--- src/rtl/alm_pkg.sv ---
package alm_pkg;
    localparam int ALM_FIELDS  = 5;
    localparam int ALM_FIELD_W = 8;

    typedef enum logic [2:0] {
        FLD_SEC   = 3'd0,
        FLD_MIN   = 3'd1,
        FLD_HOUR  = 3'd2,
        FLD_WDAY  = 3'd3,
        FLD_DATE  = 3'd4
    } alm_field_e;
endpackage

--- src/rtl/alm_regs.sv ---
module alm_regs #(
    parameter int N     = 5,
    parameter int W     = 8,
    parameter int SEL_W = 3
) (
    input  logic             clk,
    input  logic             rst_n,
    input  logic             wr_unlock,
    input  logic             wr_stb,
    input  logic [SEL_W-1:0] wr_sel,
    input  logic [W-1:0]     wr_data,
    output logic [N*W-1:0]   regs_o
);
    logic [N-1:0][W-1:0] regs_d, regs_q;

    always_comb begin
        regs_d = regs_q;
        for (int i = 0; i < N; i++) begin
            if (wr_stb && wr_unlock && (int'(wr_sel) == i)) begin
                regs_d[i] = wr_data;
            end
        end
    end

    always_ff @(posedge clk or negedge rst_n) begin
        if (!rst_n) regs_q <= '0;
        else        regs_q <= regs_d;
    end

    assign regs_o = regs_q;

    assert_locked_R3: assert property (@(posedge clk) disable iff (!rst_n)
        !(wr_stb && wr_unlock) |=> $stable(regs_q));
endmodule

--- src/rtl/alm_cmp.sv ---
module alm_cmp #(
    parameter int N = 5,
    parameter int W = 8
) (
    input  logic [N*W-1:0] alarm_regs,
    input  logic [N*W-1:0] live,
    output logic           all_hit
);
    logic [N-1:0] hit;

    for (genvar g = 0; g < N; g++) begin : g_field
        logic [W-1:0] a_f, l_f;
        assign a_f = alarm_regs[g*W +: W];
        assign l_f = live[g*W +: W];
        assign hit[g] = a_f[W-1] || (a_f[W-2:0] == l_f[W-2:0]);
    end

    assign all_hit = &hit;
endmodule

--- src/rtl/alm_irq.sv ---
module alm_irq #(
    parameter int PULSE_TICKS = 6
) (
    input  logic clk,
    input  logic rst_n,
    input  logic evt,
    input  logic rd_stb,
    input  logic tick32,
    input  logic irq_en,
    input  logic pulse_mode,
    input  logic act_high,
    output logic flag,
    output logic pin
);
    localparam int CNT_W = $clog2(PULSE_TICKS + 1);

    typedef struct packed {
        logic             flag;
        logic             active;
        logic [CNT_W-1:0] cnt;
    } irq_state_t;

    irq_state_t st_d, st_q;

    always_comb begin
        st_d = st_q;
        if (evt) st_d.flag = 1'b1;
        else if (rd_stb) st_d.flag = 1'b0;

        if (evt && irq_en) begin
            st_d.active = 1'b1;
            st_d.cnt    = CNT_W'(PULSE_TICKS);
        end else if (st_q.active) begin
            if (rd_stb) begin
                st_d.active = 1'b0;
            end else if (pulse_mode && tick32) begin
                if (st_q.cnt <= CNT_W'(1)) st_d.active = 1'b0;
                else st_d.cnt = st_q.cnt - CNT_W'(1);
            end
        end
    end

    always_ff @(posedge clk or negedge rst_n) begin
        if (!rst_n) st_q <= '0;
        else        st_q <= st_d;
    end

    assign flag = st_q.flag;
    assign pin  = act_high ? st_q.active : ~st_q.active;

    assert_flag_clear_R6: assert property (@(posedge clk) disable iff (!rst_n)
        (rd_stb && !evt) |=> !flag);
    assert_level_hold_R8: assert property (@(posedge clk) disable iff (!rst_n)
        (st_q.active && !pulse_mode && !rd_stb) |=> st_q.active);
    assert_irq_gate_R7: assert property (@(posedge clk) disable iff (!rst_n)
        $rose(st_q.active) |-> $past(irq_en && evt));
    assert_pulse_bound_R9: assert property (@(posedge clk) disable iff (!rst_n)
        st_q.cnt <= CNT_W'(PULSE_TICKS));
endmodule

--- src/rtl/bcd_alarm_unit.sv ---
module bcd_alarm_unit #(
    parameter int NUM_FIELDS  = alm_pkg::ALM_FIELDS,
    parameter int FIELD_W     = alm_pkg::ALM_FIELD_W,
    parameter int PULSE_TICKS = 6,
    parameter int SEL_W       = 3
) (
    input  logic                          clk,
    input  logic                          rst_n,
    input  logic                          wr_unlock,
    input  logic                          reg_wr,
    input  logic [SEL_W-1:0]              reg_sel,
    input  logic [FIELD_W-1:0]            reg_wdata,
    input  logic                          flags_rd,
    input  logic [NUM_FIELDS*FIELD_W-1:0] live_time,
    input  logic                          sec_tick,
    input  logic                          tick32,
    input  logic                          irq_en,
    input  logic                          irq_pulse,
    input  logic                          irq_act_high,
    output logic                          alarm_flag,
    output logic                          irq_pin
);
    localparam int BUS_W = NUM_FIELDS * FIELD_W;

    logic [BUS_W-1:0] alarm_regs;
    logic             all_hit;
    logic             match_evt;

    alm_regs #(.N(NUM_FIELDS), .W(FIELD_W), .SEL_W(SEL_W)) u_regs (
        .clk       (clk),
        .rst_n     (rst_n),
        .wr_unlock (wr_unlock),
        .wr_stb    (reg_wr),
        .wr_sel    (reg_sel),
        .wr_data   (reg_wdata),
        .regs_o    (alarm_regs)
    );

    alm_cmp #(.N(NUM_FIELDS), .W(FIELD_W)) u_cmp (
        .alarm_regs (alarm_regs),
        .live       (live_time),
        .all_hit    (all_hit)
    );

    assign match_evt = sec_tick && all_hit;

    alm_irq #(.PULSE_TICKS(PULSE_TICKS)) u_irq (
        .clk        (clk),
        .rst_n      (rst_n),
        .evt        (match_evt),
        .rd_stb     (flags_rd),
        .tick32     (tick32),
        .irq_en     (irq_en),
        .pulse_mode (irq_pulse),
        .act_high   (irq_act_high),
        .flag       (alarm_flag),
        .pin        (irq_pin)
    );

    assert_flag_tick_R5: assert property (@(posedge clk) disable iff (!rst_n)
        $rose(alarm_flag) |-> $past(sec_tick));
endmodule

--- config.mk ---
export PLATFORM = sky130hd
export DESIGN_NAME = bcd_alarm_unit
export DESIGN_NICKNAME = d
export VERILOG_FILES = /design/src/rtl/alm_pkg.sv /design/src/rtl/alm_regs.sv /design/src/rtl/alm_cmp.sv /design/src/rtl/alm_irq.sv /design/src/rtl/bcd_alarm_unit.sv
export SDC_FILE = /design/constraint.sdc
export NUM_CORES = 1
export LEC_CHECK = 0
export BUFFER_PORTS_ARGS = -buffer_cell sky130_fd_sc_hd__buf_4
export CORE_ASPECT_RATIO = 2
export CORE_UTILIZATION = 45
export DETAILED_ROUTE_END_ITERATION = 8
export GPL_TIMING_DRIVEN = 0
export PLACE_DENSITY = 0.75
export SLEW_MARGIN = 25
export SYNTH_ARGS = -nofsm -noshare
export SYNTH_HDL_FRONTEND = slang
export SYNTH_SLANG_ARGS = --single-unit
--- constraint.sdc ---
create_clock -name clk -period 2.15 [get_ports clk]
set_input_delay 0.5375 -clock clk [delete_from_list [all_inputs] [get_ports clk]]
set_output_delay 0.5375 -clock clk [all_outputs]
set_load 0.02 [all_outputs]
==> summary.log, run 1 <==
[sta] setup-violating endpoint count in the final report 0
[synthesis] Post-Syn Nets 229
[global_route] total track usage 0.190
[critical_path] reg-to-reg critical path startpoint u_regs.regs_o[30]
[power_and_ir_drop] proportion of power drawn by combinational gates 0.234
[sta] RSZ-0062 raised after global routing false
[clock_tree] total CTS buffers 5
[floorplanning] number of placement rows 35
[route] Final Routed Wirelength 4250 um
[layout] total number of nets in the final design 293
[sta] count of endpoints failing hold in the final timing report 0
[sta] worst slew margin relative to its limit 0.622
[run_status] result of the run finished, final reports clean
[place] Worst Setup Slack post-DPL 0.172 ns
[power_and_ir_drop] register share of total power 0.527
[route] DRC violation count after routing 0
[sta] Setup TNS Final 0 ns
[sta] max-slew violation total from the final report 0
[clock_tree] latest clock arrival within the worst-skew pair 0.29 ns
[synthesis] most frequent cells after synthesis 45 x sky130_fd_sc_hd__dfrtp_1, 40 x sky130_fd_sc_hd__mux2_2, 20 x sky130_fd_sc_hd__xor2_1
[clock_tree] # H-tree levels 2
[synthesis] count of different cell masters after synthesis 22
[power_and_ir_drop] Cell Int Power 1.60 mW
[synthesis] cell taking the most area after synthesis sky130_fd_sc_hd__dfrtp_1
[floorplanning] number of I/O pins 63
[power_and_ir_drop] Pwr per Cell Area 778 mW/mm2
[layout] final non-filler cell area 0.00278 mm2
[clock_tree] Setup Fix Bufs, Post-CTS 0
[clock_tree] Clock transition at path regs 0.08 ns
[critical_path] register-to-register path setup slack 0.45 ns
[floorplanning] Die Height 101 um
[critical_path] depth of the most critical reg-to-reg path 5
[critical_path] Arrival @ worst endpoint 1.89 ns
[synthesis] cell types with the largest area share after synthesis sky130_fd_sc_hd__dfrtp_1 51%, sky130_fd_sc_hd__mux2_2 21%, sky130_fd_sc_hd__xor2_1 8.0%
[global_route] global-route wire length before repair 7040 um
[route] average vias per placed instance 5.17
[clock_tree] number of hold buffers added after CTS 0
[power_and_ir_drop] overall power 2.17 mW
[critical_path] Crit path required time 2.34 ns
[synthesis] commonest register cell after synthesis sky130_fd_sc_hd__dfrtp_1
[sta] maximum clock frequency 0.588 GHz
[synthesis] post-synthesis instance area 0.00220 mm2
[synthesis] mean cell area of the mapped netlist 13.2 um2
[place] Port Buffer Count 57
[place] DP HPWL 3410 um
[power_and_ir_drop] maximum resistive drop on vdd 645 uV
[global_route] pin count of the biggest net entering global routing 46
[clock_tree] Clock Sink Count 45
[power_and_ir_drop] switching power 0.566 mW
[worst_hold_path] hold crit path type primary input to async pin
[synthesis] post-synthesis cell count 166
[critical_path] maximum fanout along the worst path 5
[global_route] number of global-route vias before repair 1547
[global_route] GRT Residual Overflow 0
[layout] fraction of layout instances using a drive strength above 1 0.470
[synthesis] dominant cell by count in the synthesized netlist sky130_fd_sc_hd__dfrtp_1
[power_and_ir_drop] standby leakage power 1.29 nW
[sta] actual transition at the worst max-transition pin 0.567 ns
[floorplanning] die area 0.00518 mm2
[sta] Clock Skew 0.00946 ns
[clock_tree] Bufs on Longest Clock Path 2
[synthesis] total of flip-flops plus latches after synthesis 45
[route] DR vias 1473
[route] 1st-iter DRT viols 6
[floorplanning] core outline area 0.00464 mm2
[synthesis] part of the Yosys area used for sequential elements 0.513
[floorplanning] width of the chip 51.4 um
[route] first drt pass iteration count 3
[layout] growth of design area from synthesis to finish 26.7%
[critical_path] CP startpoint kind flop
[sta] share of the cycle needed by the critical path after routing 0.791
[clock_tree] Root Driver sky130_fd_sc_hd__clkbuf_8
[critical_path] nature of the critical path endpoint flop
[sta] Final min period 1.70 ns
[sta] slack of the critical path 0.449 ns
[place] post-detailed-placement cell area 0.00269 mm2
[power_and_ir_drop] share of total power in the clock network 0.239
[clock_tree] Resized cells post-CTS 0
[synthesis] number of enable-type register cells in the synthesized netlist 0
[layout] # diodes 0
[synthesis] share of flip-flops with an asynchronous set or reset after synthesis 1.00
[job] max_cap viols 0
[route] post-detailed-route wirelength per cell 14.9 um
[place] GPL Wtd Cong 0.763
[synthesis] Synth Warn # 0
[floorplanning] starting density of the core 0.473
[synthesis] area share of the largest cell type after synthesis 0.513
[clock_tree] CTS tree yes
[sta] worst hold slack 0.224 ns
[critical_path] worst setup path category flop to flop
[route] Post-DRT Antenna Nets 0
[power_and_ir_drop] fraction of power spent switching nets 0.261
[global_route] number of antenna violations at the first check in global routing 0
[critical_path] Reg2Reg Capture Point u_irq.st_q[0]
-- critical path: stages (launching register included) --
cell and delay [ns]:
sky130_fd_sc_hd__dfrtp_1 0.40, sky130_fd_sc_hd__xor2_1 0.14, sky130_fd_sc_hd__nor4_1 0.44, sky130_fd_sc_hd__a41o_1 0.28, sky130_fd_sc_hd__nand4_4 0.13, sky130_fd_sc_hd__o21a_1 0.20
-- state kept, by name, indices dropped and copies added (netlist names) --
signal	flops
u_irq.st_q	4
u_regs.regs_o	40
u_irq.flag	1
-- how the worst max path moves through the flow --
stage	end	depth (start not counted)	from
after floorplan	u_irq.st_q[0]	5	live_time[22]
after CTS	u_irq.st_q[0]	5	u_regs.regs_o[38]
after detailed placement	u_irq.st_q[0]	6	live_time[30]
after global routing	u_irq.st_q[2]	6	u_irq.st_q[0]
final	u_irq.st_q[0]	5	u_regs.regs_o[30]
after global placement	u_irq.st_q[0]	6	live_time[38]
-- cell families after synthesis --
kind of cell / synth area share
adder cells (fa/ha/maj): 0.0114
buffers and inverters: 0.00854
AO/OA/AOI/OAI: 0.0518
multiplexers: 0.205
flip-flops: 0.513
XOR/XNOR: 0.151
AND/OR/NAND/NOR: 0.0592
-- power groups by stage --
stage                     logic, mW  clock network, mW  registers (mW)
after global placement        0.498                  0            1.16
after CTS                     0.515              0.535            1.15
final                         0.506              0.518            1.14
after floorplan               0.348                  0            1.13
after detailed placement      0.513                  0            1.16
after global routing          0.558              0.569            1.17
-- placed cells by master (no fill, tap or decap) --
master                       instances
sky130_fd_sc_hd__dfrtp_1            45
sky130_fd_sc_hd__o21bai_1            2
sky130_fd_sc_hd__nand4_4             1
sky130_fd_sc_hd__o21ai_0             3
sky130_fd_sc_hd__clkinvlp_4          1
sky130_fd_sc_hd__inv_1               5
sky130_fd_sc_hd__buf_4              57
sky130_fd_sc_hd__nand2b_1            1
sky130_fd_sc_hd__ha_1                2
sky130_fd_sc_hd__nor2_1              3
sky130_fd_sc_hd__mux2_2             40
sky130_fd_sc_hd__nor2_2              1
sky130_fd_sc_hd__nor2_4              1
sky130_fd_sc_hd__nor4_1              5
sky130_fd_sc_hd__nand4_1             1
sky130_fd_sc_hd__a41o_1              5
sky130_fd_sc_hd__nand2_1             7
sky130_fd_sc_hd__xor2_1             20
sky130_fd_sc_hd__xnor2_1            18
sky130_fd_sc_hd__a41o_2              1
sky130_fd_sc_hd__a211o_1             1
sky130_fd_sc_hd__o22ai_1             1
sky130_fd_sc_hd__clkbuf_8            6
sky130_fd_sc_hd__o21a_1              1
sky130_fd_sc_hd__nand3_1             2
-- per-layer routing --
| layer | wire length (um) | global-route usage | vias to the layer above |
|---|---|---|---|
| met4 | 76 | 0.0748 | 0 |
| met2 | 2430 | 0.354 | 37 |
| li1 | - | - | 714 |
| met1 | 1600 | 0.206 | 716 |
| met3 | 149 | 0.0287 | 6 |
| met5 | 0 | 0 | - |
-- area by class of cell --
type / count / area [um2]
inverters: 5 / 18.8
repair buffers: 57 / 428
flip-flops and latches: 45 / 1130
fillers: 426 / 1860
clock buffers: 6 / 82.6
multi-input cells: 116 / 1050
well taps: 55 / 68.8
clock inverters: 1 / 7.51
-- through the flow --
stage          cells   util
2_1_floorplan    166      -
3_3_place_gp     278  0.580
3_5_place_dp     278  0.580
4_1_cts          285  0.600
5_1_grt          285  0.600
6_report         285  0.600
Power figures use the tool's default switching activity.
==> run 2, diff against run 1 <==
--- a/config.mk
+++ b/config.mk
@@ -5,12 +5,13 @@
 export SDC_FILE = /design/constraint.sdc
 export NUM_CORES = 1
 export LEC_CHECK = 0
+export ABC_AREA = 1
 export BUFFER_PORTS_ARGS = -buffer_cell sky130_fd_sc_hd__buf_4
 export CORE_ASPECT_RATIO = 2
 export CORE_UTILIZATION = 45
 export DETAILED_ROUTE_END_ITERATION = 8
 export GPL_TIMING_DRIVEN = 0
-export PLACE_DENSITY = 0.75
+export PLACE_DENSITY = 0.74
 export SLEW_MARGIN = 25
 export SYNTH_ARGS = -nofsm -noshare
 export SYNTH_HDL_FRONTEND = slang
==> constraint.sdc (replaced) <==
create_clock -name clk -period 1.6 [get_ports clk]
set_input_delay 0.4 -clock clk [delete_from_list [all_inputs] [get_ports clk]]
set_output_delay 0.4 -clock clk [all_outputs]
set_load 0.02 [all_outputs]
==> run 2 against run 1 <==
Effect of this change:
- sequential share of layout area shrank 2.7 points
- clock power grew 30%
- non-clock buffer count grew 5
- clock skew shrank 0.0022 ns
- maximum frequency grew 18%
- combinational power grew 29%
- largest power group unchanged
- via count grew 51%
- worst hold slack lost 0.13 ns
- worst setup slack lost 0.30 ns
- critical endpoint unchanged
- global-route usage grew 2.3 points
- count of clock-buffer cells in the layout is the same
- register-to-register slack lost 0.30 ns
==> summary.log, run 2 <==
[clock_tree] # H-tree levels 2 [unchanged]
[critical_path] CP startpoint kind flop [unchanged]
[sta] RSZ-0062 raised after global routing false [unchanged]
[synthesis] Post-Syn Nets 398 [was 229]
[route] Final Routed Wirelength 5380 um [was 4250 um]
[global_route] global-route wire length before repair 8810 um [was 7040 um]
[sta] Clock Skew 0.00726 ns [was 0.00946 ns]
[layout] total of fill cells in the finished design 505 [was 426]
[sta] Final min period 1.45 ns [was 1.70 ns]
[layout] most common cell after layout, fill and taps aside sky130_fd_sc_hd__nand2_1 [was sky130_fd_sc_hd__buf_4]
[clock_tree] Root Driver sky130_fd_sc_hd__clkbuf_8 [unchanged]
[global_route] number of global-route vias before repair 2167 [was 1547]
[critical_path] Reg2Reg Capture Point u_irq.st_q[0] [unchanged]
[critical_path] worst setup path category flop to flop [unchanged]
[layout] total number of nets in the final design 462 [was 293]
[synthesis] total of flip-flops plus latches after synthesis 45 [unchanged]
[global_route] total track usage 0.213 [was 0.190]
[route] 1st-iter DRT viols 37 [was 6]
[synthesis] Synth Warn # 0 [unchanged]
[layout] Post-Route Utilization 0.581 [was 0.600]
[clock_tree] Clock transition at path regs 0.08 ns [about the same]
[critical_path] reg-to-reg critical path startpoint u_regs.regs_o[38] [was u_regs.regs_o[30]]
[floorplanning] number of placement rows 37 [was 35]
[sta] max-slew violation total from the final report 0 [unchanged]
[sta] share of the cycle needed by the critical path after routing 0.904 [was 0.791]
[synthesis] count of different cell masters after synthesis 18 [was 22]
[layout] fraction of layout instances using a drive strength above 1 0.175 [was 0.470]
[layout] growth of design area from synthesis to finish 24.3% [was 26.7%]
[clock_tree] latest clock arrival within the worst-skew pair 0.29 ns [about the same]
[sta] maximum clock frequency 0.691 GHz [was 0.588 GHz]
[layout] area of all sequential standard cells 0.00113 mm2 [unchanged]
[power_and_ir_drop] maximum resistive drop on vdd 833 uV [was 645 uV]
[route] DRC violation count after routing 0 [unchanged]
[synthesis] number of enable-type register cells in the synthesized netlist 0 [unchanged]
[critical_path] register-to-register path setup slack 0.15 ns [was 0.45 ns]
[critical_path] launch point of the critical path u_regs.regs_o[38] [was u_regs.regs_o[30]]
[synthesis] part of the Yosys area used for sequential elements 0.469 [was 0.513]
[synthesis] mean cell area of the mapped netlist 7.17 um2 [was 13.2 um2]
[critical_path] depth of the most critical reg-to-reg path 8 [was 5]
[place] Port Buffer Count 57 [unchanged]
[sta] actual transition at the worst max-transition pin 0.560 ns [was 0.567 ns]
[critical_path] Crit path required time 1.79 ns [was 2.34 ns]
[clock_tree] Clock Sink Count 45 [unchanged]
[place] GPL Wtd Cong 0.789 [was 0.763]
[place] DP HPWL 4250 um [was 3410 um]
[synthesis] area share of the largest cell type after synthesis 0.469 [was 0.513]
[layout] # diodes 0 [unchanged]
[global_route] GRT Residual Overflow 0 [unchanged]
[route] DR vias 2223 [was 1473]
[clock_tree] Setup Fix Bufs, Post-CTS 0 [unchanged]
[synthesis] dominant cell by count in the synthesized netlist sky130_fd_sc_hd__nand2_1 [was sky130_fd_sc_hd__dfrtp_1]
[sta] setup-violating endpoint count in the final report 0 [unchanged]
[route] first drt pass iteration count 4 [was 3]
[synthesis] commonest register cell after synthesis sky130_fd_sc_hd__dfrtp_1 [unchanged]
[synthesis] cell taking the most area after synthesis sky130_fd_sc_hd__dfrtp_1 [unchanged]
[route] post-detailed-route wirelength per cell 11.7 um [was 14.9 um]
[floorplanning] core outline area 0.00514 mm2 [was 0.00464 mm2]
[sta] Setup TNS Final 0 ns [unchanged]
[sta] worst slew margin relative to its limit 0.626 [was 0.622]
[clock_tree] number of hold buffers added after CTS 0 [unchanged]
[floorplanning] die area 0.00565 mm2 [was 0.00518 mm2]
[critical_path] nature of the critical path endpoint flop [unchanged]
[synthesis] share of flip-flops with an asynchronous set or reset after synthesis 1.00 [unchanged]
[global_route] number of antenna violations at the first check in global routing 0 [unchanged]
[layout] max FFs per register 40 [unchanged]
[job] max_cap viols 0 [unchanged]
[critical_path] maximum fanout along the worst path 4 [was 5]
[clock_tree] Bufs on Longest Clock Path 2 [unchanged]
[layout] commonest cells after routing, fill and taps aside 127 x sky130_fd_sc_hd__nand2_1, 60 x sky130_fd_sc_hd__inv_1, 57 x sky130_fd_sc_hd__buf_4, 45 x sky130_fd_sc_hd__dfrtp_1, 39 x sky130_fd_sc_hd__o21ai_0 [was 57 x sky130_fd_sc_hd__buf_4, 45 x sky130_fd_sc_hd__dfrtp_1, 40 x sky130_fd_sc_hd__mux2_2, 20 x sky130_fd_sc_hd__xor2_1, 18 x sky130_fd_sc_hd__xnor2_1]
[route] Post-DRT Antenna Nets 0 [unchanged]
[floorplanning] Die Height 105 um [was 101 um]
[floorplanning] width of the chip 53.7 um [was 51.4 um]
[floorplanning] starting density of the core 0.467 [was 0.473]
[power_and_ir_drop] standby leakage power 1.70 nW [was 1.29 nW]
[synthesis] cell types with the largest area share after synthesis sky130_fd_sc_hd__dfrtp_1 47%, sky130_fd_sc_hd__nand2_1 20%, sky130_fd_sc_hd__inv_1 9.4% [was sky130_fd_sc_hd__dfrtp_1 51%, sky130_fd_sc_hd__mux2_2 21%, sky130_fd_sc_hd__xor2_1 8.0%]
[global_route] pin count of the biggest net entering global routing 46 [unchanged]
[floorplanning] number of I/O pins 63 [unchanged]
[worst_hold_path] hold crit path type primary input to async pin [unchanged]
[synthesis] most frequent cells after synthesis 127 x sky130_fd_sc_hd__nand2_1, 60 x sky130_fd_sc_hd__inv_1, 45 x sky130_fd_sc_hd__dfrtp_1 [was 45 x sky130_fd_sc_hd__dfrtp_1, 40 x sky130_fd_sc_hd__mux2_2, 20 x sky130_fd_sc_hd__xor2_1]
[power_and_ir_drop] Pwr per Cell Area 946 mW/mm2 [was 778 mW/mm2]
[run_status] result of the run finished, final reports clean [unchanged]
[layout] area of the multi-input gates 0.00103 mm2 [was 0.00105 mm2]
[clock_tree] CTS tree yes [unchanged]
[sta] count of endpoints failing hold in the final timing report 0 [unchanged]
[synthesis] post-synthesis cell count 335 [was 166]
[critical_path] Arrival @ worst endpoint 1.64 ns [was 1.89 ns]
[synthesis] post-synthesis instance area 0.00240 mm2 [was 0.00220 mm2]
[clock_tree] total CTS buffers 5 [unchanged]
[route] average vias per placed instance 4.85 [was 5.17]
[clock_tree] Resized cells post-CTS 0 [unchanged]
run 2: cell families (layout without fill, tap and decap cells):
group                    count (synthesis)  in the layout  synth area share
AND/OR/NAND/NOR                        162            162             0.263
buffers and inverters                   65            130             0.103
AO/OA/AOI/OAI                           46             46             0.100
flip-flops                              45             45             0.469
XOR/XNOR                                14             14            0.0510
adder cells (fa/ha/maj)                  2              2            0.0104
multiplexers                             1              1           0.00469
run 2: worst max-delay path: stages (launching register included):
cell	delay, ns
sky130_fd_sc_hd__dfrtp_1	0.40
sky130_fd_sc_hd__xnor2_1	0.15
sky130_fd_sc_hd__nand2_1	0.08
sky130_fd_sc_hd__nor2_1	0.11
sky130_fd_sc_hd__nand3_1	0.09
sky130_fd_sc_hd__a21oi_1	0.26
sky130_fd_sc_hd__nand3_2	0.14
sky130_fd_sc_hd__nand2_1	0.08
sky130_fd_sc_hd__inv_1	0.04
run 2: how the worst max path moves through the flow:
stage | cells after the start | slack [ns] | to
6_report | 8 | 0.15 | u_irq.st_q[0]
5_1_grt | 10 | 0.03 | u_irq.st_q[0]
4_1_cts | 8 | 0.15 | u_irq.st_q[0]
3_5_place_dp | 9 | 0.02 | u_irq.st_q[0]
3_3_place_gp | 9 | 0.07 | u_irq.st_q[0]
2_1_floorplan | 5 | 0.35 | u_irq.st_q[1]
run 2: area by class of cell:
| cell class | instances | area share |
|---|---|---|
| Buffer | 5 | 0.00712 |
| Clock inverter | 2 | 0.00335 |
| Sequential cell | 45 | 0.377 |
| Multi-Input combinational cell | 225 | 0.345 |
| Inverter | 60 | 0.0754 |
| Clock buffer | 6 | 0.0243 |
| Timing Repair Buffer | 57 | 0.143 |
| Tap cell | 58 | 0.0243 |
run 2: power breakdown:
group	leakage (nW)	internal (mW)	switching, mW
Clock	0.0450	0.303	0.371
Combinational	1.08	0.317	0.337
Sequential	0.568	1.35	0.151
Total	1.70	1.97	0.858
run 2: routing by layer:
metal,GRT usage,wire length [um],up-vias
li1,-,-,1131
met1,0.219,2020,1029
met2,0.387,3010,53
met3,0.0332,193,10
met4,0.102,152,0
met5,0,0,-
run 2: through the flow:
step / std cells / hold WS, ns / total power [mW] / area [um2] / setup WS, ns
after floorplan: 335 / 0.104 / 1.91 / 2400 / 0.354
after global placement: 450 / 0.434 / 2.14 / 2900 / 0.0664
after detailed placement: 450 / 0.434 / 2.18 / 2900 / 0.0242
after CTS: 458 / 0.114 / 2.85 / 2990 / 0.153
after global routing: 458 / 0.140 / 3.02 / 2990 / 0.0339
final: 458 / 0.0943 / 2.82 / 2990 / 0.153
